### src/rtl/irqc_pkg.sv
package irqc_pkg;
    localparam int SRC_PER_BANK = 32;
    localparam int IDX_W        = $clog2(SRC_PER_BANK);
    localparam int REG_SEL_W    = 3;
    localparam int TOP_VALID_BIT = 31;

    typedef enum logic [REG_SEL_W-1:0] {
        REG_STATUS = 3'd0,
        REG_MASK   = 3'd1,
        REG_SETM   = 3'd2,
        REG_CLRM   = 3'd3,
        REG_PEND   = 3'd4,
        REG_TOP    = 3'd5,
        REG_RSV6   = 3'd6,
        REG_RSV7   = 3'd7
    } reg_sel_e;
endpackage

### src/rtl/irqc_sync.sv
module irqc_sync #(
    parameter int W = 32
) (
    input  logic         clk,
    input  logic         rst_n,
    input  logic [W-1:0] din,
    output logic [W-1:0] dout
);
    logic [W-1:0] meta_q;
    logic [W-1:0] sync_q;

    always_ff @(posedge clk or negedge rst_n) begin
        if (!rst_n) begin
            meta_q <= '0;
            sync_q <= '0;
        end else begin
            meta_q <= din;
            sync_q <= meta_q;
        end
    end

    assign dout = sync_q;

    // Counts edges since reset so the check below never looks before reset.
    logic [1:0] warm_q;
    always_ff @(posedge clk or negedge rst_n) begin
        if (!rst_n)             warm_q <= 2'd0;
        else if (warm_q != 2'd2) warm_q <= warm_q + 2'd1;
    end


    sync_delay_chk: assert property (@(posedge clk) disable iff (!rst_n)
        (warm_q == 2'd2) |-> (dout == $past(din, 2)));
endmodule

### src/rtl/irqc_bank.sv
module irqc_bank
    import irqc_pkg::*;
(
    input  logic                    clk,
    input  logic                    rst_n,
    input  logic [SRC_PER_BANK-1:0] status,
    input  logic                    set_we,
    input  logic                    clr_we,
    input  logic [SRC_PER_BANK-1:0] wdata,
    output logic [SRC_PER_BANK-1:0] mask,
    output logic [SRC_PER_BANK-1:0] pending,
    output logic                    top_valid,
    output logic [IDX_W-1:0]        top_idx
);
    logic [SRC_PER_BANK-1:0] mask_q;
    logic [SRC_PER_BANK-1:0] mask_d;

    // A set in the same cycle as a clear wins on any shared bit.
    always_comb begin
        mask_d = mask_q;
        if (clr_we) mask_d = mask_d & ~wdata;
        if (set_we) mask_d = mask_d | wdata;
    end

    always_ff @(posedge clk or negedge rst_n) begin
        if (!rst_n) mask_q <= '1;
        else        mask_q <= mask_d;
    end

    assign mask    = mask_q;
    assign pending = status & ~mask_q;

    // Highest-numbered pending source: the last hit in ascending order wins.
    always_comb begin
        top_valid = 1'b0;
        top_idx   = '0;
        for (int i = 0; i < SRC_PER_BANK; i++) begin
            if (pending[i]) begin
                top_valid = 1'b1;
                top_idx   = IDX_W'(i);
            end
        end
    end


    mask_set_chk: assert property (@(posedge clk) disable iff (!rst_n)
        set_we |=> ((mask & $past(wdata)) == $past(wdata)));

    mask_clr_chk: assert property (@(posedge clk) disable iff (!rst_n)
        (clr_we && !set_we) |=> ((mask & $past(wdata)) == '0));

    mask_hold_chk: assert property (@(posedge clk) disable iff (!rst_n)
        (!set_we && !clr_we) |=> $stable(mask));

    top_idx_chk: assert property (@(posedge clk) disable iff (!rst_n)
        top_valid |-> ((pending >> top_idx) == SRC_PER_BANK'(1)));
endmodule

### src/rtl/banked_irq_ctrl.sv
module banked_irq_ctrl
    import irqc_pkg::*;
#(
    parameter int NUM_BANKS = 2,
    parameter int ADDR_W    = 6
) (
    input  logic                            clk,
    input  logic                            rst_n,
    input  logic [NUM_BANKS*SRC_PER_BANK-1:0] irq_in,
    input  logic [ADDR_W-1:0]               addr,
    input  logic                            wr_en,
    input  logic [31:0]                     wdata,
    output logic [31:0]                     rdata,
    output logic                            irq_out
);
    localparam int SRC_W      = NUM_BANKS * SRC_PER_BANK;
    localparam int BANK_FLD_W = ADDR_W - REG_SEL_W;

    logic [SRC_W-1:0]          status_all;
    logic [BANK_FLD_W-1:0]     bank_fld;
    reg_sel_e                  reg_sel;

    logic [SRC_PER_BANK-1:0]   b_mask  [NUM_BANKS];
    logic [SRC_PER_BANK-1:0]   b_pend  [NUM_BANKS];
    logic [IDX_W-1:0]          b_idx   [NUM_BANKS];
    logic [NUM_BANKS-1:0]      b_valid;
    logic [NUM_BANKS-1:0]      b_hit;

    assign bank_fld = addr[ADDR_W-1:REG_SEL_W];
    assign reg_sel  = reg_sel_e'(addr[REG_SEL_W-1:0]);

    irqc_sync #(.W(SRC_W)) u_sync (
        .clk  (clk),
        .rst_n(rst_n),
        .din  (irq_in),
        .dout (status_all)
    );

    for (genvar b = 0; b < NUM_BANKS; b++) begin : g_bank
        logic sel;
        assign sel = (bank_fld == BANK_FLD_W'(b));

        irqc_bank u_bank (
            .clk      (clk),
            .rst_n    (rst_n),
            .status   (status_all[b*SRC_PER_BANK +: SRC_PER_BANK]),
            .set_we   (wr_en && sel && (reg_sel == REG_SETM)),
            .clr_we   (wr_en && sel && (reg_sel == REG_CLRM)),
            .wdata    (wdata),
            .mask     (b_mask[b]),
            .pending  (b_pend[b]),
            .top_valid(b_valid[b]),
            .top_idx  (b_idx[b])
        );

        assign b_hit[b] = |b_pend[b];
    end

    assign irq_out = |b_hit;

    always_comb begin
        rdata = '0;
        for (int b = 0; b < NUM_BANKS; b++) begin
            if (bank_fld == BANK_FLD_W'(b)) begin
                unique case (reg_sel)
                    REG_STATUS: rdata = status_all[b*SRC_PER_BANK +: SRC_PER_BANK];
                    REG_MASK:   rdata = b_mask[b];
                    REG_PEND:   rdata = b_pend[b];
                    REG_TOP: begin
                        rdata[TOP_VALID_BIT] = b_valid[b];
                        rdata[IDX_W-1:0]     = b_idx[b];
                    end
                    REG_SETM, REG_CLRM, REG_RSV6, REG_RSV7: rdata = '0;
                    default:    rdata = '0;
                endcase
            end
        end
    end


    cascade_chk: assert property (@(posedge clk) disable iff (!rst_n)
        irq_out == (|b_valid));

    reset_quiet_chk: assert property (@(posedge clk)
        $rose(rst_n) |-> !irq_out);
endmodule

### config.mk
export PLATFORM = sky130hd
export DESIGN_NAME = banked_irq_ctrl
export DESIGN_NICKNAME = d
export VERILOG_FILES = /design/src/rtl/irqc_pkg.sv /design/src/rtl/irqc_sync.sv /design/src/rtl/irqc_bank.sv /design/src/rtl/banked_irq_ctrl.sv
export SDC_FILE = /design/constraint.sdc
export NUM_CORES = 1
export LEC_CHECK = 0
export ABC_AREA = 1
export BUFFER_PORTS_ARGS = -buffer_cell sky130_fd_sc_hd__buf_2
export CAP_MARGIN = 20
export CORE_MARGIN = 3
export CORE_UTILIZATION = 55
export DETAILED_ROUTE_END_ITERATION = 8
export HOLD_SLACK_MARGIN = 0.15
export PLACE_DENSITY = 0.88
export SLEW_MARGIN = 5
export SYNTH_ARGS = -nofsm -noshare
export SYNTH_HDL_FRONTEND = slang
export SYNTH_HIERARCHICAL = 1
export SYNTH_SLANG_ARGS = --single-unit
### constraint.sdc
create_clock -name clk -period 6.7 [get_ports clk]
set_input_delay 0.335 -clock clk [delete_from_list [all_inputs] [get_ports clk]]
set_output_delay 0.335 -clock clk [all_outputs]
set_load 0.02 [all_outputs]
==> key figures <==
Outcome
  • Status: complete, no violations

Worst setup path
  • R2r setup slk: 5790 ps
  • Most used cell along the critical path: nand2_1
  • Critical Path Fanout Max: 3
  • CP max stage delay: 550 ps
  • Slowest cell on crit path: dfstp_2
  • Crit path launch type: flop
  • Crit path DAT: 3250 ps
  • Critical path type: reg -> out
  • Worst Path Required: 6360 ps
  • CP endpoint kind: output port
  • R2R depth: 2
  • Reg2reg end: g_bank[1].u_bank/mask[1]
  • Critical R2R Launch: g_bank[1].u_bank/mask[1]

STA
  • Hold_ws: 163 ps
  • Setup TNS: 0 ps
  • Tightest Pin Transition: 998 ps
  • Relative slew margins: 33.4%
  • Setup Skew: 9.48 ps
  • RSZ-0062 raised after global routing: false
  • Slew Limit Fails: 0
  • Minimum clock period: 3590 ps
  • Period utilization: 53.6%
  • Final hold viol count: 0
  • Setup violators final: 0
  • Fmax: 279 MHz

Floorplanning
  • Die width: 138 um
  • Cell Rows: 47
  • Initial Util: 57.2%
  • Die H: 138 um
  • Die area: 19200 um2
  • Num ports: 138
  • Core area: 16900 um2

Clocking
  • Num CTS Buffers: 17
  • Post-CTS sizing: 0
  • CTS H-tree lvls: 4
  • Sink Count: 192
  • Clk Latency, worst-skew pair: 450 ps
  • Postcts setup bufs: 0
  • CTS tree: built
  • Hold-fix buffers, CTS: 96
  • CTS root buffer: clkbuf_16
  • CTS clk-pin slew, worst paths: 80 ps
  • Clock buffer depth: 2

Global route
  • GR Util All Layers: 30.1%
  • Largest net degree at the start of global routing: 117
  • Vias in the first global route: 9352
  • Gr ovfl total: 0
  • First-pass GRT wire length: 46500 um
  • Initial antenna violation count: 0

Power and ir drop
  • Total power: 2.88 mW
  • Power per cell area: 237 nW/um2
  • P_leak: 6.21 nW
  • IR drop worst, VDD: 0.252 mV

Logic synthesis
  • Gate Count Post-Synth: 1250
  • Synthesized flop and latch total: 192
  • Post-synthesis cell area: 9660 um2
  • Synth cell types: 29
  • Synthesized Nets: 1355
  • Post-synth EDFFs: 0
  • Yosys Warn Count: 6
  • Syn Area/Cell: 7.72 um2
  • Ys async rst share: 100%
  • Sequential area share after synthesis: 50.6%
  • Most common flop cell mapped by yosys: dfrtp_1

Finish
  • # diodes: 0
  • Commonest non-fill, non-tap cell in the layout: nand2_1
  • Share of post-route cells with drive strength above 1: 22.5%
  • Commonest cells after routing, fill and taps aside: nand2_1, nand3_1, inv_1
  • Nets@finish: 1568
  • Area Growth Syn to Fin: 25.7%

Place
  • PortBufs: 137
  • GP Congestion: 0.905
  • DP HPWL: 17300 um

Route
  • DRC violation total after the first TritonRoute iteration: 1127
  • Final WL: 29400 um
  • Vias per Instance: 5.52
  • First-pass DRT Iterations: 6
  • DR WL/cell: 17.4 um
  • Antenna viol nets, final: 0
  • DRC: 0
  • Vias: 9359

Hold path
  • Hold path cells: 3
  • Min-Delay Endpoint: g_bank[1].u_bank/mask[30]
  • Hold Crit Class: in -> reg
  • Hold Startpoint: wdata[30]

Job
  • Maxcap violations: 0
==> Yosys cell counts (4+ instances only) <==
| master | number | area [um2] |
|---|---|---|
| nor2_2 | 40 | 250 |
| dfstp_2 | 64 | 1680 |
| o21ai_0 | 124 | 621 |
| inv_2 | 27 | 101 |
| clkbuf_1 | 23 | 86.3 |
| bufinv_8 | 8 | 140 |
| o21ai_1 | 28 | 140 |
| buf_2 | 18 | 90.1 |
| inv_1 | 181 | 679 |
| dfrtp_1 | 128 | 3200 |
| nor2_1 | 89 | 334 |
| nand2_1 | 279 | 1050 |
| nand3_1 | 196 | 981 |
| buf_4 | 4 | 30.0 |
| nor3_1 | 6 | 30.0 |
| o21bai_1 | 6 | 45.0 |
| buf_1 | 5 | 18.8 |
==> critical path: cells and delay by family (launching register included) <==
| family | cells | cell delay, ps |
|---|---|---|
| buffers and inverters | 2 | 220 |
| and+or+nand+nor | 35 | 2020 |
| DFF | 1 | 550 |
==> through the flow <==
stage | std cells | setup slack, ps | area (um2) | utilization [%]
after floorplan | 1250 | 4160 | 9660 | -
after global placement | 1563 | 3620 | 10500 | 62.0
after detailed placement | 1564 | 3530 | 10500 | 62.2
after CTS | 1692 | 3210 | 12100 | 71.4
after global routing | 1696 | 2760 | 12100 | 71.9
final | 1696 | 3110 | 12100 | 71.9
==> cell type report <==
type / instances / area, um2
flip-flops and latches: 192 / 4880
fillers: 1228 / 4740
multi-input cells: 787 / 3610
repair buffers: 245 / 1820
inverters: 220 / 946
clock buffers: 19 / 443
well taps: 220 / 275
clock inverters: 13 / 159
==> flip-flops by register name (all words and copies together) (netlist names) <==
signal and cells:
u_sync/dout 64, u_sync/meta_q 64, g_bank.u_bank/mask 64
==> worst max path at each step <==
stage,slack [ps],cells past startpoint,to,startpoint
after floorplan,4160,36,rdata[0],g_bank[0].u_bank/mask[2]
after global placement,3620,11,rdata[28],addr[2]
after detailed placement,3530,11,rdata[17],addr[2]
after CTS,3210,37,rdata[0],g_bank[1].u_bank/mask[2]
after global routing,2760,37,rdata[0],g_bank[1].u_bank/mask[2]
final,3110,37,rdata[0],g_bank[1].u_bank/mask[2]
==> layer usage <==
| metal | up-vias | share of wire [%] | routed length [um] | track usage [%] |
|---|---|---|---|---|
| li1 | 4330 | - | - | - |
| met1 | 4344 | 38 | 11200 | 37.1 |
| met2 | 558 | 49 | 14300 | 50.6 |
| met3 | 127 | 8.8 | 2600 | 6.98 |
| met4 | 0 | 4.5 | 1340 | 14.0 |
| met5 | - | 0 | 0 | 0 |
==> kinds of logic after synthesis <==
| family | Yosys count | synth area share (%) |
|---|---|---|
| simple gates | 623 | 28.5 |
| buf+inv | 271 | 12.2 |
| flops | 192 | 50.6 |
| compound gates | 164 | 8.73 |
==> where the power goes <==
group | leakage [nW] | switching (mW) | total, mW | internal, mW
logic | 3.76 | 0.284 | 0.468 | 0.184
registers | 2.16 | 0.0694 | 1.36 | 1.29
clock network | 0.294 | 0.504 | 1.05 | 0.546
total | 6.21 | 0.857 | 2.88 | 2.02
Power figures use the tool's default switching activity.
